### src/rtl/secs_rtc_pkg.sv
`timescale 1ns/1ps
package secs_rtc_pkg;
   // word index of each register; the software map depends on these
   typedef enum logic [2:0] {
      SEL_COUNT = 3'd0,
      SEL_MATCH = 3'd1,
      SEL_LOAD  = 3'd2,
      SEL_CTRL  = 3'd3,
      SEL_MSTAT = 3'd4,
      SEL_RSTAT = 3'd5,
      SEL_EOI   = 3'd6,
      SEL_VER   = 3'd7
   } reg_sel_e;

   // control bits, msb first: wrap, count enable, mask, interrupt enable
   typedef struct packed {
      logic wrap_en;
      logic cnt_en;
      logic irq_mask;
      logic irq_en;
   } ctrl_t;

   localparam int CTRL_W = $bits(ctrl_t);
endpackage

### src/rtl/secs_rtc_regs.sv
`timescale 1ns/1ps
module secs_rtc_regs
   import secs_rtc_pkg::*;
#(
   parameter int DW = 32,
   parameter int CNT_W = 32,
   parameter int ADDR_W = 4,
   parameter logic [DW-1:0] VERSION = 32'h0001_0200
) (
   input  logic              clk,
   input  logic              rst_n,
   input  logic              wr_en,
   input  logic              rd_en,
   input  logic [ADDR_W-1:0] addr,
   input  logic [DW-1:0]     wdata,
   input  logic [CNT_W-1:0]  cnt,
   input  logic              flag,
   input  logic              irq,
   input  logic              load_take,
   output logic [DW-1:0]     rdata,
   output logic [CNT_W-1:0]  match,
   output logic [CNT_W-1:0]  load_val,
   output logic              load_pend,
   output ctrl_t             ctrl,
   output logic              eoi_rd
);
   localparam int PAD_W = DW - CNT_W;

   logic      mapped;
   reg_sel_e  sel;
   logic      wr_hit;
   logic [DW-1:0] cnt_x, match_x, load_x;

   assign mapped = (addr[ADDR_W-1:3] == '0);
   assign sel    = reg_sel_e'(addr[2:0]);
   assign wr_hit = wr_en & mapped;
   assign eoi_rd = rd_en & mapped & (sel == SEL_EOI);

   generate
      if (PAD_W == 0) begin : g_nopad
         assign cnt_x   = cnt;
         assign match_x = match;
         assign load_x  = load_val;
      end else begin : g_pad
         assign cnt_x   = {{PAD_W{1'b0}}, cnt};
         assign match_x = {{PAD_W{1'b0}}, match};
         assign load_x  = {{PAD_W{1'b0}}, load_val};
      end
   endgenerate

   always_ff @(posedge clk) begin
      if (!rst_n) begin
         match     <= '0;
         load_val  <= '0;
         load_pend <= 1'b0;
         ctrl      <= '0;
      end else begin
         if (wr_hit && sel == SEL_MATCH) match <= wdata[CNT_W-1:0];
         if (wr_hit && sel == SEL_CTRL)  ctrl  <= ctrl_t'(wdata[CTRL_W-1:0]);
         if (wr_hit && sel == SEL_LOAD) begin
            load_val  <= wdata[CNT_W-1:0];
            load_pend <= 1'b1;
         end else if (load_take) begin
            load_pend <= 1'b0;
         end
      end
   end

   always_comb begin
      rdata = '0;
      if (rd_en && mapped) begin
         case (sel)
            SEL_COUNT: rdata = cnt_x;
            SEL_MATCH: rdata = match_x;
            SEL_LOAD:  rdata = load_x;
            SEL_CTRL:  rdata = {{(DW-CTRL_W){1'b0}}, ctrl};
            SEL_MSTAT: rdata = {{(DW-1){1'b0}}, irq};
            SEL_RSTAT: rdata = {{(DW-1){1'b0}}, flag};
            SEL_VER:   rdata = VERSION;
            default:   rdata = '0;
         endcase
      end
   end
endmodule

### src/rtl/secs_rtc_count.sv
`timescale 1ns/1ps
module secs_rtc_count #(
   parameter int CNT_W = 32
) (
   input  logic             clk,
   input  logic             rst_n,
   input  logic             tick,
   input  logic             cnt_en,
   input  logic             wrap_en,
   input  logic             load_pend,
   input  logic [CNT_W-1:0] load_val,
   input  logic [CNT_W-1:0] match,
   output logic [CNT_W-1:0] cnt,
   output logic             load_take,
   output logic             hit
);
   logic             step;
   logic [CNT_W-1:0] nxt;

   assign step      = tick & cnt_en;
   assign load_take = step & load_pend;

   always_comb begin
      if (load_pend)           nxt = load_val;
      else if (cnt == '1)      nxt = wrap_en ? '0 : cnt;
      else                     nxt = cnt + 1'b1;
   end

   // compare the value being taken, so the flag rises with the counter
   assign hit = step & (nxt == match);

   always_ff @(posedge clk) begin
      if (!rst_n)    cnt <= '0;
      else if (step) cnt <= nxt;
   end
endmodule

### src/rtl/secs_rtc_irq.sv
`timescale 1ns/1ps
module secs_rtc_irq (
   input  logic clk,
   input  logic rst_n,
   input  logic hit,
   input  logic eoi_rd,
   input  logic irq_en,
   input  logic irq_mask,
   output logic flag,
   output logic irq
);
   always_ff @(posedge clk) begin
      if (!rst_n)      flag <= 1'b0;
      else if (hit)    flag <= 1'b1;
      else if (eoi_rd) flag <= 1'b0;
   end

   assign irq = flag & irq_en & ~irq_mask;
endmodule

### src/rtl/secs_rtc.sv
`timescale 1ns/1ps
module secs_rtc
   import secs_rtc_pkg::*;
#(
   parameter int DW = 32,
   parameter int CNT_W = 32,
   parameter int ADDR_W = 4,
   parameter logic [DW-1:0] VERSION = 32'h0001_0200
) (
   input  logic              clk,
   input  logic              rst_n,
   input  logic              tick_en,
   input  logic              wr_en,
   input  logic              rd_en,
   input  logic [ADDR_W-1:0] addr,
   input  logic [DW-1:0]     wdata,
   output logic [DW-1:0]     rdata,
   output logic              irq
);
   generate
      if (CNT_W > DW || CNT_W < 1) begin : g_bad_cnt
         $error("secs_rtc: CNT_W must lie in 1..DW");
      end
      if (ADDR_W < 4) begin : g_bad_addr
         $error("secs_rtc: ADDR_W must be at least 4");
      end
      if (DW < CTRL_W) begin : g_bad_dw
         $error("secs_rtc: DW too narrow for control");
      end
   endgenerate

   logic [CNT_W-1:0] cnt_q, match_q, load_q;
   logic             load_pend, load_take, alarm_hit, alarm_flag, eoi_rd;
   ctrl_t            ctrl;

   secs_rtc_regs #(.DW(DW), .CNT_W(CNT_W), .ADDR_W(ADDR_W), .VERSION(VERSION)) regs_i (
      .clk(clk), .rst_n(rst_n), .wr_en(wr_en), .rd_en(rd_en), .addr(addr),
      .wdata(wdata), .cnt(cnt_q), .flag(alarm_flag), .irq(irq),
      .load_take(load_take), .rdata(rdata), .match(match_q), .load_val(load_q),
      .load_pend(load_pend), .ctrl(ctrl), .eoi_rd(eoi_rd)
   );

   secs_rtc_count #(.CNT_W(CNT_W)) count_i (
      .clk(clk), .rst_n(rst_n), .tick(tick_en), .cnt_en(ctrl.cnt_en),
      .wrap_en(ctrl.wrap_en), .load_pend(load_pend), .load_val(load_q),
      .match(match_q), .cnt(cnt_q), .load_take(load_take), .hit(alarm_hit)
   );

   secs_rtc_irq irq_i (
      .clk(clk), .rst_n(rst_n), .hit(alarm_hit), .eoi_rd(eoi_rd),
      .irq_en(ctrl.irq_en), .irq_mask(ctrl.irq_mask), .flag(alarm_flag), .irq(irq)
   );
endmodule

### config.mk
export PLATFORM = sky130hd
export DESIGN_NAME = secs_rtc
export DESIGN_NICKNAME = d
export VERILOG_FILES = /design/src/rtl/secs_rtc_pkg.sv /design/src/rtl/secs_rtc_regs.sv /design/src/rtl/secs_rtc_count.sv /design/src/rtl/secs_rtc_irq.sv /design/src/rtl/secs_rtc.sv
export SDC_FILE = /design/constraint.sdc
export NUM_CORES = 1
export LEC_CHECK = 0
export ABC_AREA = 1
export CORE_AREA = 2 2 153 95
export CTS_CLUSTER_DIAMETER = 200
export DETAILED_ROUTE_END_ITERATION = 6
export DIE_AREA = 0 0 155 97
export HOLD_SLACK_MARGIN = 0.08
export PLACE_DENSITY = 0.7
export SYNTH_ARGS = -nofsm -noshare
export SYNTH_HDL_FRONTEND = slang
export SYNTH_SLANG_ARGS = --single-unit
export TNS_END_PERCENT = 10
### constraint.sdc
create_clock -name clk -period 3.05 [get_ports clk]
set_input_delay 0.305 -clock clk [delete_from_list [all_inputs] [get_ports clk]]
set_output_delay 0.305 -clock clk [all_outputs]
set_load 0.05 [all_outputs]
==> results of run 1 <==
## layout by cell type (no fill, tap or decap), drive strengths merged, types with 3 or more instances in the layout
master and n:
nor3 3, nand3 110, a21oi 79, dfxtp 102, o22ai 13, nand4 9
clkinv 10, o211ai 5, o221ai 16, clkbuf 9, nor2 129, buf 65
nand2 281, o21ai 116, a221oi 3, clkdlybuf4s50 40, xor2 6, inv 157
## worst min-delay path: cells and delay by family, from the launching register on
kind            cells  cell delay, ps
compound gates      1              60
flops               1             320
buf+inv             1              60
## state kept, by name, summed over array words and instances (netlist names)
name / flops
count_i.cnt: 32
irq_i.flag: 1
regs_i.ctrl: 4
regs_i.load_pend: 1
regs_i.load_val: 32
regs_i.match: 32
## power groups by stage
stage | combinational, mW | clock, mW | sequential, mW
5_1_grt | 0.326 | 1.30 | 1.38
4_1_cts | 0.291 | 1.26 | 1.38
2_1_floorplan | 0.152 | 0 | 1.40
6_report | 0.303 | 1.25 | 1.38
3_3_place_gp | 0.290 | 0 | 1.41
3_5_place_dp | 0.291 | 0 | 1.41
## synthesized netlist by cell type, drive strengths merged
cell type  instances  share of area
inv              153          0.088
nand3            110          0.093
a21oi             79          0.060
o211ai             5         0.0057
xnor2              1         0.0013
a32o               1         0.0015
a211oi             2         0.0023
nand2            281           0.17
o21ai            116          0.089
a221oi             3         0.0040
nand4              9          0.011
ha                 1         0.0019
clkbuf            39          0.022
dfxtp            102           0.31
buf                9          0.011
xor2               6         0.0080
nor3               3         0.0023
or2                1        0.00096
clkinv             7         0.0040
o22ai             13          0.012
o221ai            16          0.021
nor2             129          0.078
a2111oi            2         0.0027
## timing repair
item,4_1_cts,5_1_grt
setup endpoints to repair,0,2
buffers inserted,0,3
gates resized for setup,0,2
## cell type report
| class | count | area, um^2 |
|---|---|---|
| Clock inverter | 7 | 96.34 |
| Clock buffer | 9 | 225.2 |
| Timing Repair Buffer | 105 | 1074 |
| Multi-Input combinational cell | 778 | 3686 |
| Fill cell | 1396 | 5558 |
| Sequential cell | 102 | 2043 |
| Tap cell | 175 | 219.0 |
| Inverter | 160 | 600.6 |
## metrics by stage
step	cells	setup slack, ps	cell area (um^2)	power, mW	utilization
6_report	1336	144.8	7944	2.937	0.5884
3_5_place_dp	1317	60.09	7579	1.701	0.5613
5_1_grt	1336	8.224	7944	3.011	0.5884
2_1_floorplan	1088	878.5	6536	1.553	-
4_1_cts	1333	29.53	7900	2.926	0.5851
3_3_place_gp	1317	106.3	7579	1.701	0.5613
## per-layer routing
metal | share of wire | track usage | routed length (um)
met5 | 0 | 0 | 0
met2 | 0.33 | 0.3829 | 8532
met3 | 0.17 | 0.1411 | 4265
met4 | 0.0063 | 0.03989 | 162
met1 | 0.49 | 0.5783 | 12580
## cells by family after synthesis
| logic type | count (synthesis) | synth area share |
|---|---|---|
| DFF | 102 | 0.3124 |
| xor gates and xnor gates | 7 | 0.009380 |
| buffers and inverters | 208 | 0.1248 |
| and+or+nand+nor | 533 | 0.3515 |
| AOI/OAI and AO/OA | 237 | 0.2000 |
| adders and majority gates | 1 | 0.001914 |
## final timing paths
path	from	slack, ps	cells past startpoint	endpoint
min reg2reg	regs_i.load_val[5]$_SDFFE_PN0P_	480	2	regs_i.load_val[5]$_SDFFE_PN0P_
min	regs_i.load_val[5]$_SDFFE_PN0P_	480	2	regs_i.load_val[5]$_SDFFE_PN0P_
max reg2reg	count_i.cnt[0]$_SDFFE_PN0P_	140	18	irq_i.flag$_SDFFE_PN0P_
max	count_i.cnt[0]$_SDFFE_PN0P_	140	18	irq_i.flag$_SDFFE_PN0P_
==> flow_metrics.py, run 1 <==
metrics = {
    "sta": {
        "fin_crit_ps": 2905,
        "finalCritPeriodShare": 0.9525,
        "tns_ps": 0,
        "fmax_mhz": 344.2,
        "drv_slew": 0,
        "slew_headroom": 0.3270,
        "worst_pin_slew_ps": 1006,
        "hold_viol": 0,
        "rsz0062_at_grt": "no",
        "setup_viol": 0,
        "timing.hold.ws_ps": 478.2,
        "skew_ps": 11.07,
    },
    "floorplanning": {
        "ioPinCount": 74,
        "start_util": 0.4841,
        "fp.dieW_um": 155,
        "dieArea_um2": 15040,
        "rows": 33,
        "die_h_um": 97,
        "core_area_um2": 13500,
    },
    "setup_path": {
        "worstPathCellList": "ha_1 -> inv_1 -> nor2_4 -> nand2_4 -> nor2_4 -> buf_12 -> nand3_1 -> nand2_1 -> nand2_1 -> nand2_1 -> nand2_1 -> nand2_1 -> nand3_1 -> nor2_1 -> nand3_1 -> nor2_1 -> nand3_1 -> a21oi_1",
        "crit_slowest_cell": "dfxtp_1",
        "crit_family": "simple AND/OR/NAND/NOR gates",
        "critical_path_class": "flip-flop to flip-flop",
        "arrival_ps": 3170,
        "worstPathMaxFanout": 11,
        "path_buf_inv": 2,
        "critPathMostFrequentCell": "nand2_1",
        "crit_required_ps": 3320,
        "critPathMaxStageDelay_ps": 470,
        "endpoint_kind": "flip-flop",
        "cp-start-kind": "flip-flop",
    },
    "route": {
        "routedWlPerCell_um": 19.12,
        "vias_per_cell": 5.644,
        "vias": 7540,
        "drt_iter0_markers": 987,
        "antenna_left": 0,
        "post-route-drc-count": 9,
        "first_pass_iters": 7,
        "routed_wl_um": 25540,
    },
    "global_routing": {
        "grt_first_pass_wirelength_um": 39000,
        "track_usage": 0.3420,
        "antenna_found_initial": 0,
        "grt_max_degree": 77,
        "grt_pass1_vias": 6550,
        "overflow": 0,
    },
    "clock_tree": {
        "cts_tree": "built",
        "clkLatencyLatePin_ps": 360,
        "cts_buffers": 9,
        "cts_max_path_buffers": 2,
        "ctsHoldBuffers": 0,
        "htreeDepth": 3,
        "clk_pin_slew_ps": 80,
        "cts_root_buffer": "clkbuf_16",
        "clock-sinks": 102,
    },
    "placement": {
        "hpwl_um": 19880,
        "gp_congestion": 0.9929,
        "portBuffers": 73,
    },
    "power": {
        "switchingPower_mw": 0.8671,
        "cellInternalPower_mw": 2.070,
        "p_seq_frac": 0.470,
        "peakVddDrop_mv": 0.2769,
        "switching_share": 0.2953,
        "combPwrFrac": 0.103,
        "powerDensity_nw_per_um2": 369.7,
        "power.leakage_nw": 3.634,
        "clkPwrFrac": 0.427,
    },
    "yosys": {
        "syn_area_per_cell_um2": 6.008,
        "yosys_warnings": 0,
        "synth_nets": 1130,
        "synthCells": 1088,
        "ys_seq_area_frac": 0.3124,
        "yosys_register_bits": 102,
        "synth_area_um2": 6536,
        "ys_types": 35,
    },
    "cells_and_area": {
        "syn2layout_area_growth_pct": 21.54,
        "layout-drive-gt1-share": 0.09561,
        "nNetsFinal": 1198,
        "n_antenna_cell": 0,
    },
    "run": {
        "drv_cap": 0,
    },
    "status": {
        "failed_checks": "design-rule violations",
        "outcome": "finished, violations left",
    },
    "hold_path": {
        "hold_path.class": "flip-flop to flip-flop",
    },
}
Note: power is estimated with default switching activity, not from simulation.
==> inputs of run 2 (changes only) <==
--- a/config.mk
+++ b/config.mk
@@ -10,6 +10,7 @@
 export CTS_CLUSTER_DIAMETER = 200
 export DETAILED_ROUTE_END_ITERATION = 6
 export DIE_AREA = 0 0 155 97
+export GPL_ROUTABILITY_DRIVEN = 0
 export HOLD_SLACK_MARGIN = 0.08
 export PLACE_DENSITY = 0.7
 export SYNTH_ARGS = -nofsm -noshare
==> run 2 against run 1 <==
Net effect: the flow now finishes without violations; die area unchanged; maximum frequency up 0.59%; routed wire length fell by 3.4%; sequential share of layout area increased by 0.25 points; power fell by 1.7%; critical path depth did not move; non-clock buffer count is 8 lower; sequential cell count did not move; largest cell class unchanged; hold slack improved by 8.0 ps.
==> flow_metrics.py, run 2 (synthesized netlist as in run 1, its figures left out) <==
metrics = {
    "route": {
        "routed_wl_um": 24680,
        "first_pass_iters": 6,
        "post-route-drc-count": 0,
        "routedWlPerCell_um": 18.58,
        "vias_per_cell": 5.742,
        "antenna_left": 0,
        "vias": 7626,
        "drt_iter0_markers": 1017,
    },
    "power": {
        "switchingPower_mw": 0.8326,
        "combPwrFrac": 0.102,
        "power.leakage_nw": 3.582,
        "cellInternalPower_mw": 2.055,
        "powerDensity_nw_per_um2": 367.3,
        "clkPwrFrac": 0.419,
        "switching_share": 0.2884,
        "p_seq_frac": 0.479,
        "peakVddDrop_mv": 0.2376,
    },
    "setup_path": {
        "r2r_start": "count_i.cnt[1]$_SDFFE_PN0P_",
        "crit_family": "simple AND/OR/NAND/NOR gates",
        "worst-path-stages": 18,
        "reg2regPathDepth": 18,
        "critical_path_class": "flip-flop to flip-flop",
        "endpoint_kind": "flip-flop",
        "worstPathMaxFanout": 8,
        "reg2reg_to": "irq_i.flag$_SDFFE_PN0P_",
        "crit_slowest_cell": "dfxtp_1",
        "critPathMostFrequentCell": "nand2_1",
        "critPathMaxStageDelay_ps": 440,
        "path_buf_inv": 2,
        "worstPathCellList": "ha_1 -> inv_1 -> nor2_4 -> nand2_4 -> nor2_4 -> buf_4 -> nand3_1 -> nand2_1 -> nand2_1 -> nand2_1 -> nand2_1 -> nand2_1 -> nand3_1 -> nor2_1 -> nand3_1 -> nor2_1 -> nand3_1 -> a21oi_1",
        "ff2ff_setup_slack_ps": 160,
        "arrival_ps": 3150,
        "cp-start-kind": "flip-flop",
        "crit_required_ps": 3320,
    },
    "global_routing": {
        "grt_max_degree": 77,
        "grt_first_pass_wirelength_um": 37930,
        "grt_pass1_vias": 6525,
        "overflow": 0,
        "track_usage": 0.3273,
        "antenna_found_initial": 0,
    },
    "floorplanning": {
        "fp.dieW_um": 155,
        "die_h_um": 97,
        "ioPinCount": 74,
        "start_util": 0.4841,
        "dieArea_um2": 15040,
        "rows": 33,
        "core_area_um2": 13500,
    },
    "sta": {
        "drv_slew": 0,
        "slew_headroom": 0.3969,
        "tns_ps": 0,
        "skew_ps": 10.99,
        "worst_pin_slew_ps": 899.1,
        "fin_crit_ps": 2888,
        "finalCritPeriodShare": 0.9470,
        "setup_viol": 0,
        "hold_viol": 0,
        "fin_ws_ps": 161.8,
        "fmax_mhz": 346.2,
        "rsz0062_at_grt": "no",
    },
    "clock_tree": {
        "ctsHoldBuffers": 0,
        "htreeDepth": 3,
        "cts_buffers": 9,
        "cts_root_buffer": "clkbuf_16",
        "clk_pin_slew_ps": 80,
        "cts_tree": "built",
        "clkLatencyLatePin_ps": 360,
        "clock-sinks": 102,
        "cts_max_path_buffers": 2,
    },
    "cells_and_area": {
        "layout_common_cells": "nand2_1 (273), inv_1 (150), nor2_1 (124)",
        "nNetsFinal": 1190,
        "final_common_cell": "nand2_1",
        "syn2layout_area_growth_pct": 20.27,
        "layout-drive-gt1-share": 0.08846,
        "largest_registers": "count_i.cnt x32, regs_i.load_val x32, regs_i.match x32",
        "n_antenna_cell": 0,
        "post-route-util": 0.5822,
    },
    "hold_path": {
        "hold_path.class": "flip-flop to flip-flop",
        "worstHoldPathCells": 2,
        "hp-start": "regs_i.load_val[31]$_SDFFE_PN0P_",
        "holdPathEnd": "regs_i.load_val[31]$_SDFFE_PN0P_",
    },
    "placement": {
        "portBuffers": 73,
        "hpwl_um": 18820,
        "place_ws_ps": 274.9,
    },
    "status": {
        "outcome": "finished clean",
    },
    "run": {
        "drv_cap": 0,
    },
}
==> run 2: cell types whose count changed in the layout (fill, tap and decap cells not counted) <==
cell        before  now
inv_12           1    0
clkinvlp_4       0    1
inv_6            1    0
dfxtp_2          1    0
clkinv_4         0    1
buf_12          15   14
buf_4           49   42
dfxtp_1        101  102
==> run 2: repair_timing <==
item                                    CTS  global route
gates resized for setup                   0             1
setup buffers                             0             3
endpoints found under the setup margin    0             1
==> run 2: worst max path at each step <==
stage                                 from                 endpoint  slack (ps)
2_1_floorplan  count_i.cnt[0]$_SDFFE_PN0P_  irq_i.flag$_SDFFE_PN0P_         880
3_3_place_gp   count_i.cnt[1]$_SDFFE_PN0P_  irq_i.flag$_SDFFE_PN0P_         270
3_5_place_dp   count_i.cnt[1]$_SDFFE_PN0P_  irq_i.flag$_SDFFE_PN0P_         270
4_1_cts        count_i.cnt[1]$_SDFFE_PN0P_  irq_i.flag$_SDFFE_PN0P_         250
5_1_grt        count_i.cnt[1]$_SDFFE_PN0P_  irq_i.flag$_SDFFE_PN0P_          40
6_report       count_i.cnt[1]$_SDFFE_PN0P_  irq_i.flag$_SDFFE_PN0P_         160
==> run 2: through the flow <==
stage,power (mW),area [um^2],cells,hold WS [ps]
global route,2.978,7861,1328,498.2
detailed placement,1.696,7518,1309,470.0
finish,2.887,7861,1328,486.3
CTS,2.879,7831,1325,483.2
global placement,1.696,7518,1309,461.4
floorplan,1.553,6536,1088,439.9
==> run 2: worst register-to-register path, delay by kind of cell, from the launching register on <==
kind	cells	cell delay [ps]
AOI/OAI and AO/OA	1	140
adders and majority gates	1	260
buffers and inverters	2	280
DFF	1	440
and+or+nand+nor	14	1680
==> run 2: routing by layer <==
layer  part of all wire  wire (um)  GRT usage
met1               0.47      11550     0.5458
met2               0.34       8500     0.3757
met3               0.17       4162     0.1147
met4              0.019        463    0.07051
met5                  0          0          0
==> run 2: layout make-up <==
type | instances | area (um^2)
Clock buffer | 9 | 225.2
Clock inverter | 7 | 87.58
Fill cell | 1316 | 5640
Inverter | 160 | 600.6
Multi-Input combinational cell | 778 | 3686
Sequential cell | 102 | 2042
Tap cell | 175 | 219.0
Timing Repair Buffer | 97 | 1001
==> run 2: power groups by stage <==
stage | clock network, mW | logic [mW] | registers [mW]
2_1_floorplan | 0 | 0.152 | 1.40
3_3_place_gp | 0 | 0.285 | 1.41
3_5_place_dp | 0 | 0.285 | 1.41
4_1_cts | 1.21 | 0.285 | 1.38
5_1_grt | 1.27 | 0.320 | 1.38
6_report | 1.21 | 0.295 | 1.38
